===== config.mk =====
export PLATFORM = sky130hd
export DESIGN_NAME = i2c_mem_target
export DESIGN_NICKNAME = d
export VERILOG_FILES = /design/src/rtl/i2c_mem_target_pkg.sv /design/src/rtl/i2c_line_filter.sv /design/src/rtl/i2c_bus_events.sv /design/src/rtl/i2c_mem_target.sv
export SDC_FILE = /design/constraint.sdc
export NUM_CORES = 1
export LEC_CHECK = 0
export ABC_AREA = 1
export BUFFER_PORTS_ARGS = -buffer_cell sky130_fd_sc_hd__buf_2
export CAP_MARGIN = 20
export CORE_ASPECT_RATIO = 0.8
export CORE_MARGIN = 5
export CORE_UTILIZATION = 45
export CTS_BUF_LIST = sky130_fd_sc_hd__clkbuf_4 sky130_fd_sc_hd__clkbuf_8
export CTS_CLUSTER_DIAMETER = 30
export DETAILED_ROUTE_END_ITERATION = 12
export PLACE_DENSITY_LB_ADDON = 0.12
export SYNTH_ARGS = -nofsm -noshare
export SYNTH_HDL_FRONTEND = slang
export SYNTH_HIERARCHICAL = 1
export SYNTH_SLANG_ARGS = --single-unit

===== constraint.sdc =====
create_clock -name clk -period 5.33 [get_ports clk]
set_clock_uncertainty 0.1 [all_clocks]
set_input_delay 0.7995 -clock clk [delete_from_list [all_inputs] [get_ports clk]]
set_output_delay 0.7995 -clock clk [all_outputs]
set_load 0.01 [all_outputs]

===== src/rtl/i2c_mem_target_pkg.sv =====
package i2c_mem_target_pkg;

    typedef enum logic [2:0] {
        ST_IDLE,
        ST_CTRL,
        ST_CTRL_ACK,
        ST_ADDR,
        ST_ADDR_ACK,
        ST_DATA,
        ST_DATA_ACK,
        ST_SKIP
    } tgt_state_e;

    localparam int BYTE_BITS = 8;

endpackage


===== src/rtl/i2c_line_filter.sv =====
module i2c_line_filter #(
    parameter int SYNC_LEN = 2,
    parameter int FILT_LEN = 3
) (
    input  logic clk,
    input  logic rst_n,
    input  logic line_i,
    output logic line_o
);
    localparam int CNT_W = $clog2(FILT_LEN + 1);

    logic [SYNC_LEN-1:0] sync_q;
    logic [CNT_W-1:0]    cnt_q;
    logic                raw;

    assign raw = sync_q[SYNC_LEN-1];

    always_ff @(posedge clk or negedge rst_n) begin
        if (!rst_n) begin
            sync_q <= '1;
            cnt_q  <= '0;
            line_o <= 1'b1;
        end else begin
            sync_q <= {sync_q[SYNC_LEN-2:0], line_i};
            if (raw == line_o) begin
                cnt_q <= '0;
            end else if (cnt_q == CNT_W'(FILT_LEN - 1)) begin
                line_o <= raw;
                cnt_q  <= '0;
            end else begin
                cnt_q <= cnt_q + 1'b1;
            end
        end
    end

endmodule


===== src/rtl/i2c_bus_events.sv =====
module i2c_bus_events (
    input  logic clk,
    input  logic rst_n,
    input  logic scl_f,
    input  logic sda_f,
    output logic start_o,
    output logic stop_o,
    output logic rise_o,
    output logic fall_o
);
    logic scl_q, sda_q;

    always_ff @(posedge clk or negedge rst_n) begin
        if (!rst_n) begin
            scl_q <= 1'b1;
            sda_q <= 1'b1;
        end else begin
            scl_q <= scl_f;
            sda_q <= sda_f;
        end
    end

    assign start_o = scl_f & scl_q & sda_q & ~sda_f;
    assign stop_o  = scl_f & scl_q & ~sda_q & sda_f;
    assign rise_o  = scl_f & ~scl_q;
    assign fall_o  = ~scl_f & scl_q;

endmodule


===== src/rtl/i2c_mem_target.sv =====
module i2c_mem_target
    import i2c_mem_target_pkg::*;
#(
    parameter int          ADDR_W    = 8,
    parameter int          PAGE_BITS = 3,
    parameter int          SYNC_LEN  = 2,
    parameter int          FILT_LEN  = 3,
    parameter logic [3:0]  DEV_CODE  = 4'b1010
) (
    input  logic              clk,
    input  logic              rst_n,
    input  logic              scl_i,
    input  logic              sda_i,
    input  logic              wr_busy_i,
    output logic              sda_oe_o,
    output logic              wr_valid_o,
    output logic [ADDR_W-1:0] wr_addr_o,
    output logic [7:0]        wr_data_o,
    output logic              wr_stop_o
);
    localparam int CNT_W = $clog2(BYTE_BITS + 1);

    logic [1:0] raw_lines, flt_lines;
    logic       scl_f, sda_f;
    logic       ev_start, ev_stop, ev_rise, ev_fall;

    assign raw_lines = {scl_i, sda_i};

    for (genvar g = 0; g < 2; g++) begin : g_line
        i2c_line_filter #(.SYNC_LEN(SYNC_LEN), .FILT_LEN(FILT_LEN)) u_filt (
            .clk    (clk),
            .rst_n  (rst_n),
            .line_i (raw_lines[g]),
            .line_o (flt_lines[g])
        );
    end

    assign scl_f = flt_lines[1];
    assign sda_f = flt_lines[0];

    i2c_bus_events u_ev (
        .clk     (clk),
        .rst_n   (rst_n),
        .scl_f   (scl_f),
        .sda_f   (sda_f),
        .start_o (ev_start),
        .stop_o  (ev_stop),
        .rise_o  (ev_rise),
        .fall_o  (ev_fall)
    );

    tgt_state_e          state_q, state_d;
    logic [CNT_W-1:0]    cnt_q, cnt_d;
    logic [7:0]          shreg_q, shreg_d;
    logic [ADDR_W-1:0]   ptr_q, ptr_d;
    logic                oe_d, val_d, stop_d;
    logic [7:0]          data_d;
    logic [ADDR_W-1:0]   addr_d;
    logic                byte_full, ctrl_ok;
    logic [PAGE_BITS-1:0] page_nxt;

    assign byte_full = (cnt_q == CNT_W'(BYTE_BITS));
    assign ctrl_ok   = (shreg_q[7:4] == DEV_CODE) && !shreg_q[0] && !wr_busy_i;
    assign page_nxt  = ptr_q[PAGE_BITS-1:0] + PAGE_BITS'(1);

    always_comb begin
        state_d = state_q;
        cnt_d   = cnt_q;
        shreg_d = shreg_q;
        ptr_d   = ptr_q;
        oe_d    = sda_oe_o;
        val_d   = 1'b0;
        data_d  = wr_data_o;
        addr_d  = wr_addr_o;
        stop_d  = 1'b0;
        if (ev_start) begin
            state_d = ST_CTRL;
            cnt_d   = '0;
            oe_d    = 1'b0;
        end else if (ev_stop) begin
            state_d = ST_IDLE;
            oe_d    = 1'b0;
            stop_d  = (state_q == ST_ADDR) || (state_q == ST_ADDR_ACK) ||
                      (state_q == ST_DATA) || (state_q == ST_DATA_ACK);
        end else begin
            unique case (state_q)
                ST_CTRL, ST_ADDR, ST_DATA: begin
                    if (ev_rise && !byte_full) begin
                        shreg_d = {shreg_q[6:0], sda_f};
                        cnt_d   = cnt_q + 1'b1;
                    end else if (ev_fall && byte_full) begin
                        cnt_d = '0;
                        if (state_q == ST_CTRL) begin
                            state_d = ctrl_ok ? ST_CTRL_ACK : ST_SKIP;
                            oe_d    = ctrl_ok;
                        end else if (state_q == ST_ADDR) begin
                            state_d = ST_ADDR_ACK;
                            oe_d    = 1'b1;
                            ptr_d   = ADDR_W'(shreg_q);
                        end else begin
                            state_d = ST_DATA_ACK;
                            oe_d    = 1'b1;
                            val_d   = 1'b1;
                            data_d  = shreg_q;
                            addr_d  = ptr_q;
                            ptr_d   = {ptr_q[ADDR_W-1:PAGE_BITS], page_nxt};
                        end
                    end
                end
                ST_CTRL_ACK, ST_ADDR_ACK, ST_DATA_ACK: begin
                    if (ev_fall) begin
                        oe_d    = 1'b0;
                        cnt_d   = '0;
                        state_d = (state_q == ST_CTRL_ACK) ? ST_ADDR : ST_DATA;
                    end
                end
                ST_IDLE, ST_SKIP: ;
            endcase
        end
    end

    always_ff @(posedge clk or negedge rst_n) begin
        if (!rst_n) begin
            state_q <= ST_IDLE;
            cnt_q   <= '0;
            shreg_q <= '0;
            ptr_q   <= '0;
        end else begin
            state_q <= state_d;
            cnt_q   <= cnt_d;
            shreg_q <= shreg_d;
            ptr_q   <= ptr_d;
        end
    end

    always_ff @(posedge clk or negedge rst_n) begin
        if (!rst_n) begin
            sda_oe_o   <= 1'b0;
            wr_valid_o <= 1'b0;
            wr_data_o  <= '0;
            wr_addr_o  <= '0;
            wr_stop_o  <= 1'b0;
        end else begin
            sda_oe_o   <= oe_d;
            wr_valid_o <= val_d;
            wr_data_o  <= data_d;
            wr_addr_o  <= addr_d;
            wr_stop_o  <= stop_d;
        end
    end

endmodule


After elaboration in Yosys (flattened, before gate mapping)
Cells that the tools add are included.
{"block": "classes", "bitwise_logic": 18, "eq_ne": 18, "n_mux": 37, "magnitude_cmp": 0, "n_reduce_logical": 22, "n_div": 0, "mul": 0, "add_sub_neg": 4, "n_shift": 0}
{"op": "$mux W3", "count": 9}
{"op": "$mux W4", "count": 5}
{"op": "$ne A4 B4 Y1 const B", "count": 4}
{"op": "$mux W1", "count": 15}
{"op": "$reduce_and A7 Y1", "count": 2}
{"op": "$reduce_and A4 Y1", "count": 3}
{"op": "$not A1 Y1", "count": 11}
{"op": "$mux W2", "count": 5}
{"op": "$eq A3 B3 Y1 const B", "count": 3}
{"op": "$eq A4 B4 Y1 const B", "count": 2}
{"op": "$pmux W4 S2", "count": 1}
{"op": "$and A1 B1 Y1", "count": 7}
{"op": "$eq A3 B2 Y1 const B", "count": 2}
{"op": "$pmux W3 S2", "count": 1}
{"op": "$reduce_and A6 Y1", "count": 1}
{"op": "$reduce_or A3 Y1", "count": 2}
{"op": "$add A2 B1 Y2 const B", "count": 2}
{"op": "$add A4 B1 Y4 const B", "count": 1}
{"op": "$eq A2 B2 Y1 const B", "count": 2}
{"op": "$logic_and A1 B1 Y1", "count": 4}
{"op": "$reduce_and A2 Y1", "count": 2}
{"op": "$reduce_bool A4 Y1", "count": 1}
{"op": "$add A3 B1 Y3 const B", "count": 1}
{"op": "$eq A3 B1 Y1 const B", "count": 1}
{"op": "7 further kinds", "count": 12}
{"block": "totals", "latchBits": 0, "inputBits": 5, "n_memories": 0, "ram_bits": 0, "ff_bits": 54, "mem_bits_ro": 0, "output_inout_bits": 19}

Depth between registers and ports, before layout
Gate-level depths: netlist (run 1).
{"block": "depth", "word_depth": 10, "mapped_depth": 12, "ltp_nobuf": 11}

Cells and area by module
The synthesis (run 1) kept the hierarchy.
{"module": "i2c_mem_target", "area_each_um2": 1980.6, "cells_each": 240, "n_inst": 1}
{"module": "i2c_line_filter", "area_each_um2": 190.2, "cells_each": 21, "n_inst": 2}
{"module": "i2c_bus_events", "area_each_um2": 93.8, "cells_each": 13, "n_inst": 1}

Worst setup path after synthesis (run 1)
No wires, ideal clock.
{"block": "synth_path", "path_type": "register -> register", "start": "register g_line[0].u_filt.line_o", "end": "register wr_addr_o[0]", "setup_ns": 0.117, "arrival_ns": 1.659, "setup_slack_ns": 3.454, "path_stages_with_launch": 13, "path_buffers": 1, "cell_sequence": "dfstp_2 > inv_1 > nand2_1 > nor2_1 > inv_2 > nand2_1 > nor2_2 > nand3_2 > nor2_4 > inv_4 > buf_6 > nand2_1 > nand2_1"}
{"block": "synth_via", "elab_chain_cells": 4, "elab_cells_between_ends": 6, "cone_classes": "bitwise (5); reduce/logical (1)"}
{"item": "from (decl)", "line": "i2c_line_filter.sv:8", "source": "output logic line_o"}
{"item": "from (signal assigned)", "line": "i2c_line_filter.sv:28", "source": "line_o <= raw;"}
{"item": "$not A1 Y1", "line": "i2c_bus_events.sv:23", "source": "assign start_o = scl_f & scl_q & sda_q & ~sda_f;"}
{"item": "$and A1 B1 Y1", "line": "i2c_bus_events.sv:23"}
{"item": "via ev_start", "line": "i2c_mem_target.sv:25", "source": "logic ev_start, ev_stop, ev_rise, ev_fall;"}
{"item": "$not A1 Y1 (no line)"}
{"item": "$reduce_and A7 Y1 (no line)"}
{"item": "to (signal assigned)", "line": "i2c_mem_target.sv:147", "source": "wr_addr_o <= addr_d;"}
{"item": "to (decl)", "line": "i2c_mem_target.sv:17", "source": "output logic [ADDR_W-1:0] wr_addr_o,"}
The timed path passes the listed nets, and every way through them passes these cells.
A chain may end at the register's enable or synchronous reset.

Final worst setup path (run 1)
{"block": "layout_path", "start": "register g_line[0].u_filt.line_o", "end": "register wr_data_o[3]"}
{"block": "layout_via", "elab_chain_cells": 4, "elab_cells_between_ends": 6, "cone_classes": "bitwise (5); reduce/logical (1)"}
{"item": "$not A1 Y1", "line": "i2c_bus_events.sv:23"}
{"item": "$and A1 B1 Y1", "line": "i2c_bus_events.sv:23"}
{"item": "via ev_start", "line": "i2c_mem_target.sv:25"}
{"item": "$not A1 Y1 (no line)"}
{"item": "$reduce_and A7 Y1 (no line)"}
{"item": "to (signal assigned)", "line": "i2c_mem_target.sv:146", "source": "wr_data_o <= data_d;"}
{"item": "to (decl)", "line": "i2c_mem_target.sv:18", "source": "output logic [7:0] wr_data_o,"}
The timed path passes the listed nets, and every way through them passes these cells.

==> results of run 1 <==
-- worst max-delay path, cell delays in order, from the launching register on --
cell     delay, ns
dfstp_2       0.58
inv_1         0.05
nand2_1       0.05
nor2_1        0.05
inv_2         0.12
nand2_1       0.12
nor2_2        0.15
nand3_2       0.15
nor2_4        0.37
inv_4         0.16
nand2_1       0.09
nand2_1       0.05
-- cells in the final DEF (no fill, tap or decap), types with 2 or more instances in the layout --
master and n:
nor2_1 21, o21ai_0 17, nand2_1 114, clkbuf_8 5
ha_1 3, a21oi_1 2, nand3_1 19, nor2_2 2
xor2_1 2, inv_2 2, nand4_1 4, dfrtp_1 46
dfstp_2 8, nand2_2 4, buf_2 23, nand3_2 3
inv_1 36
-- per-layer routing --
metal / global-route usage, % / share of wire (%) / vias to the layer above
met5: 0 / 0 / -
met4: 3.86 / 1.1 / 0
met3: 5.13 / 4.6 / 5
met2: 18.5 / 40 / 38
met1: 21.4 / 54 / 799
li1: - / - / 966
-- power groups by stage --
stage / logic [mW] / clock network, mW / registers (mW)
2_1_floorplan: 0.322 / 0 / 0.555
3_3_place_gp: 0.382 / 0 / 0.576
3_5_place_dp: 0.386 / 0 / 0.577
4_1_cts: 0.387 / 0.290 / 0.570
5_1_grt: 0.463 / 0.308 / 0.583
6_report: 0.388 / 0.277 / 0.569
-- per-stage QoR --
| step | hold WS [ns] | instances | total power [mW] | setup WS [ns] |
|---|---|---|---|---|
| after floorplan | 0.245 | 295 | 0.878 | 3.45 |
| after global placement | 0.248 | 380 | 0.959 | 3.20 |
| after detailed placement | 0.249 | 380 | 0.963 | 3.14 |
| after CTS | 0.265 | 388 | 1.25 | 3.14 |
| after global routing | 0.274 | 388 | 1.35 | 2.93 |
| final | 0.262 | 388 | 1.23 | 3.17 |
-- flip-flops by register name (all words and copies together), names as in the netlist --
name	count
ptr_q	8
state_q	3
wr_valid_o	1
sda_oe_o	1
shreg_q	8
wr_addr_o	8
g_line.u_filt/line_o	2
g_line.u_filt/sync_q	4
u_ev/scl_q	1
wr_stop_o	1
wr_data_o	8
u_ev/sda_q	1
cnt_q	4
g_line.u_filt/cnt_q	4
-- cells by family after synthesis --
| logic type | synth area share (%) |
|---|---|
| AO/OA/AOI/OAI | 4.49 |
| buffers and inverters | 7.59 |
| flip-flops | 55.5 |
| AND/OR/NAND/NOR | 29.9 |
| XOR/XNOR | 1.07 |
| adder cells (fa/ha/maj) | 1.53 |
-- final timing paths --
kind	startpoint	end	slack, ns	cells after the start
worst max-delay path	g_line[0].u_filt/line_o$_DFFE_PN1P_	wr_data_o[3]$_DFFE_PN0P_	3.17	11
worst min-delay path	g_line[1].u_filt/sync_q[0]$_DFF_PN1_	g_line[1].u_filt/sync_q[1]$_DFF_PN1_	0.26	0
worst max register to register	g_line[0].u_filt/line_o$_DFFE_PN1P_	wr_data_o[3]$_DFFE_PN0P_	3.17	11
worst min register to register	g_line[1].u_filt/sync_q[0]$_DFF_PN1_	g_line[1].u_filt/sync_q[1]$_DFF_PN1_	0.26	0
max in group asynchronous	rst_n	cnt_q[0]$_DFFE_PN0P_	4.20	2
min in group asynchronous	rst_n	wr_addr_o[4]$_DFFE_PN0P_	0.49	2
-- cell type report --
cell class                 instances  area, µm²
clock buffer                       5       68.8
clock inverter                     3       43.8
fill                             499       2640
inverter                          39        149
multi-input combinational        198        907
sequential                        54       1360
tap                               65       81.3
timing repair buffer              24        123
==> flow_metrics.env, run 1 <==
export IMPL_status="completed"
export IMPL_portBuffers=23
export IMPL_dpl_hpwl_um=3150
export IMPL_drive_above_1_share_pct=17.0
export IMPL_vdd_drop_max_uv=224
export IMPL_core_region_area_um2=5380
export IMPL_synth_seq_cells=54
export IMPL_comb_power_share_pct=31.4
export IMPL_worstSetupPathType="reg2reg"
export IMPL_ys_seq_area_share_pct=55.5
export IMPL_antenna_found_initial=0
export IMPL_synth_top_cell_by_area="dfrtp_1"
export IMPL_async_reset_ff_share_pct=100
export IMPL_ant_nets=0
export IMPL_p_seq_share_pct=46.1
export IMPL_grt_max_degree=55
export IMPL_p_per_area_nw_per_um2=451
export IMPL_fin_area_um2=2730
export IMPL_arrival_ns=2.27
export IMPL_ctsHoldBuffers=0
export IMPL_dpl_cell_area_um2=2620
export IMPL_gr_usage_all_layers_pct=14.1
export IMPL_drtIter0Drc=123
export IMPL_antennaDiodeCount=0
export IMPL_drt_vias_per_instance=4.66
export IMPL_clock_sinks=54
export IMPL_synth_fp_nets=303
export IMPL_synth_edf_count=0
export IMPL_cap_violations=0
export IMPL_wl_per_cell_um=11.4
export IMPL_die_area_um2=7040
export IMPL_drt_pass1_iterations=6
export IMPL_die_h_um=76.1
export IMPL_start_kind="flop"
export IMPL_hold_path_class="reg2reg"
export IMPL_avgSynthCellArea_um2=8.32
export IMPL_ios=24
export IMPL_drc=0
export IMPL_setup_tns_final_ns=0
export IMPL_finalCriticalPeriod_ns=2.16
export IMPL_cts_root_buf="clkbuf_8"
export IMPL_fin_crit_sh_pct=40.6
export IMPL_cts_tree="yes"
export IMPL_clk_latency_ns=0.31
export IMPL_netlist_area_um2=2450
export IMPL_switching_power_mw=0.471
export IMPL_rows=24
export IMPL_fmax_mhz=462
export IMPL_end_kind="flop"
export IMPL_area_growth_pct=11.4
export IMPL_crit_path_max_fanout=19
export IMPL_cts_max_level=2
export IMPL_final_hold_viol_count=0
export IMPL_p_int_mw=0.762
export IMPL_post_cts_buffers=0
export IMPL_synth_cell_types=25
export IMPL_p_sw_share_pct=38.2
export IMPL_setup_violations=0
export IMPL_grt_overflow=0
export IMPL_syn_inst=295
export IMPL_clkTransAtPathRegs_ns=0.10
export IMPL_slew_headroom_pct=56.5
export IMPL_synth_common_cells="114 x nand2_1, 46 x dfrtp_1, 36 x inv_1, 21 x nor2_1, 19 x nand3_1"
export IMPL_die_w_um=92.6
export IMPL_synth_ff_type="dfrtp_1"
export IMPL_cts_path_max_buffers=2
export IMPL_wl_um=4430
export IMPL_cp_data_required_time_ns=5.44
export IMPL_synth_area_leaders="dfrtp_1 47%, nand2_1 17%, dfstp_2 8.6%"
export IMPL_gp_congestion=0.866
export IMPL_netlist_area_leader_share_pct=46.9
export IMPL_synth_most_common_cell="nand2_1"
export IMPL_grt_pass1_wl_um=7940
export IMPL_final_util_pct=50.9
export IMPL_start_util_pct=45.7
export IMPL_yosysWarningCount=6
export IMPL_vias=1808
export IMPL_cts_buffers=5
export IMPL_slew_viol_final=0
export IMPL_clock_power_share_pct=22.4
export IMPL_cts_repair_resized=0
export IMPL_num_nets_final=330
export IMPL_rsz0062_at_grt="no"
export IMPL_worstMarginPinSlew_ns=0.653
export IMPL_p_leak_nw=1.52
export IMPL_grt_pass1_vias=1663
Power figures use the tool's default switching activity.
==> inputs of run 2 (changes only) <==
clock period = 1.8 ns   (was 5.33 ns; I/O delays follow)
==> run 2 against run 1 <==
Compared with the run above: global-route usage rose by 0.22 points; via count rose by 9.1%; setup slack got worse by 3.1 ns; die area did not move; utilization rose by 7.4 points; flip-flop and latch count did not move; clock-buffer cell count rose by 1; clock power rose to 3.1 times the previous value; critical path type unchanged; non-clock buffer count rose by 25; sequential power rose to 3.0 times the previous value.
==> flow_metrics.env, run 2 (same netlist as run 1, synthesis figures left out) <==
export IMPL_setup_violations=0
export IMPL_final_common_cell="nand2_1"
export IMPL_clk_latency_ns=0.31
export IMPL_antenna_found_initial=0
export IMPL_wl_per_cell_um=12.7
export IMPL_ios=24
export IMPL_hold_path_class="reg2reg"
export IMPL_die_w_um=92.6
export IMPL_cts_max_level=2
export IMPL_fin_crit_sh_pct=98.6
export IMPL_core_region_area_um2=5380
export IMPL_grt_pass1_wl_um=8110
export IMPL_p_per_area_nw_per_um2=1280
export IMPL_grt_pass1_vias=1759
export IMPL_grt_overflow=0
export IMPL_clkTransAtPathRegs_ns=0.09
export IMPL_slowest_delay_ns=0.58
export IMPL_rows=24
export IMPL_fmax_mhz=564
export IMPL_p_leak_nw=1.72
export IMPL_layout_common_cells="97 x nand2_1, 46 x dfrtp_1, 33 x inv_1, 23 x buf_2, 19 x nor2_1"
export IMPL_fin_area_um2=3130
export IMPL_drc=0
export IMPL_p_total_mw=4.00
export IMPL_vias=1972
export IMPL_worstSetupPathType="reg2reg"
export IMPL_vdd_drop_max_uv=790
export IMPL_gr_usage_all_layers_pct=14.3
export IMPL_cts_root_buf="clkbuf_8"
export IMPL_worstMarginPinSlew_ns=0.468
export IMPL_die_h_um=76.1
export IMPL_area_growth_pct=27.7
export IMPL_end_kind="flop"
export IMPL_cts_tree="yes"
export IMPL_die_area_um2=7040
export IMPL_drtIter0Drc=86
export IMPL_cts_buffers=5
export IMPL_status="completed"
export IMPL_slew_viol_final=0
export IMPL_ant_nets=0
export IMPL_drt_pass1_iterations=4
export IMPL_dpl_cell_area_um2=2710
export IMPL_crit_path_max_fanout=5
export IMPL_gp_congestion=0.794
export IMPL_drt_vias_per_instance=4.76
export IMPL_rsz0062_at_grt="yes"
export IMPL_drive_above_1_share_pct=29.2
export IMPL_path_cells="inv_2, nand2_2, nor2_2, inv_2, nand2_4, nor2_4, nand3_4, nor2_4, buf_12, clkbuf_16, nand2_1, nand2_1"
export IMPL_portBuffers=23
export IMPL_start_kind="flop"
export IMPL_antennaDiodeCount=0
export IMPL_finalCriticalPeriod_ns=1.77
export IMPL_crit_path_top_delay_cell="dfstp_2"
export IMPL_slew_headroom_pct=68.8
export IMPL_grt_max_degree=27
export IMPL_clock_sinks=54
export IMPL_cp_data_required_time_ns=1.95
export IMPL_final_hold_viol_count=0
export IMPL_arrival_ns=1.92
export IMPL_wl_um=5260
export IMPL_start_util_pct=45.7
export IMPL_num_nets_final=356
export IMPL_cts_path_max_buffers=2
export IMPL_dpl_hpwl_um=3390
export IMPL_cap_violations=0
## run 2: changes by cell type in the layout (fill, tap and decap cells not counted), sizes merged
| cell | before | now |
|---|---|---|
| clkinv | 1 | 0 |
| buf | 24 | 44 |
| clkbuf | 5 | 8 |
| inv | 40 | 41 |
| dlygate4sd3 | 0 | 3 |
## run 2: layer usage
metal | up-vias | GRT usage [%] | part of all wire [%]
met4 | 0 | 4.30 | 1.2
met3 | 6 | 3.85 | 3.6
li1 | 1017 | - | -
met5 | - | 0 | 0
met2 | 33 | 21.3 | 45
met1 | 916 | 20.3 | 51
## run 2: worst paths after layout
| check | startpoint | end | slack, ns | depth (start not counted) |
|---|---|---|---|---|
| setup / recovery | g_line[0].u_filt/line_o$_DFFE_PN1P_ | wr_data_o[3]$_DFFE_PN0P_ | 0.03 | 12 |
| hold / removal | g_line[0].u_filt/sync_q[0]$_DFF_PN1_ | g_line[0].u_filt/sync_q[1]$_DFF_PN1_ | 0.26 | 0 |
| setup reg to reg | g_line[0].u_filt/line_o$_DFFE_PN1P_ | wr_data_o[3]$_DFFE_PN0P_ | 0.03 | 12 |
| hold reg to reg | g_line[0].u_filt/sync_q[0]$_DFF_PN1_ | g_line[0].u_filt/sync_q[1]$_DFF_PN1_ | 0.26 | 0 |
| max in group asynchronous | rst_n | g_line[1].u_filt/sync_q[1]$_DFF_PN1_ | 0.66 | 3 |
| min in group asynchronous | rst_n | wr_data_o[5]$_DFFE_PN0P_ | 0.34 | 2 |
## run 2: final cells by class
cell class,count,area (µm²)
fill,492,2240
inverter,39,154
clock inverter,2,38.8
timing repair buffer,49,398
tap,65,81.3
clock buffer,6,82.6
multi-input combinational,198,1010
sequential,54,1360
timing repair inverter,1,6.26
## run 2: timing repair
| action | CTS | global route |
|---|---|---|
| gates resized for setup | 0 | 36 |
| buffers inserted | 0 | 11 |
| endpoints found under the setup margin | 0 | 30 |
| hold buffers | 3 | 0 |
| hold endpoints to repair | 15 | 0 |
## run 2: where the power goes
part / switching [mW] / internal, mW
sequential: 0.234 / 1.47
combinational: 0.876 / 0.549
clock: 0.409 / 0.458
## run 2: through the flow
step	setup slack [ns]	setup TNS, ns	std cells	hold slack, ns	utilization (%)
floorplan	-0.0545	-0.530	295	-0.126	-
detailed placement	0.0597	0	388	0.152	50.4
global route	-0.0521	-0.627	414	0.273	58.3
finish	0.0258	0	414	0.261	58.3
global placement	0.0898	0	388	0.146	50.4
CTS	0.0172	0	399	0.263	53.2
## run 2: critical path: cells and delay by family (launching register included)
| kind | cells | cell delay, ns |
|---|---|---|
| AND/OR/NAND/NOR | 8 | 0.63 |
| flip-flops | 1 | 0.58 |
| buffers and inverters | 4 | 0.40 |
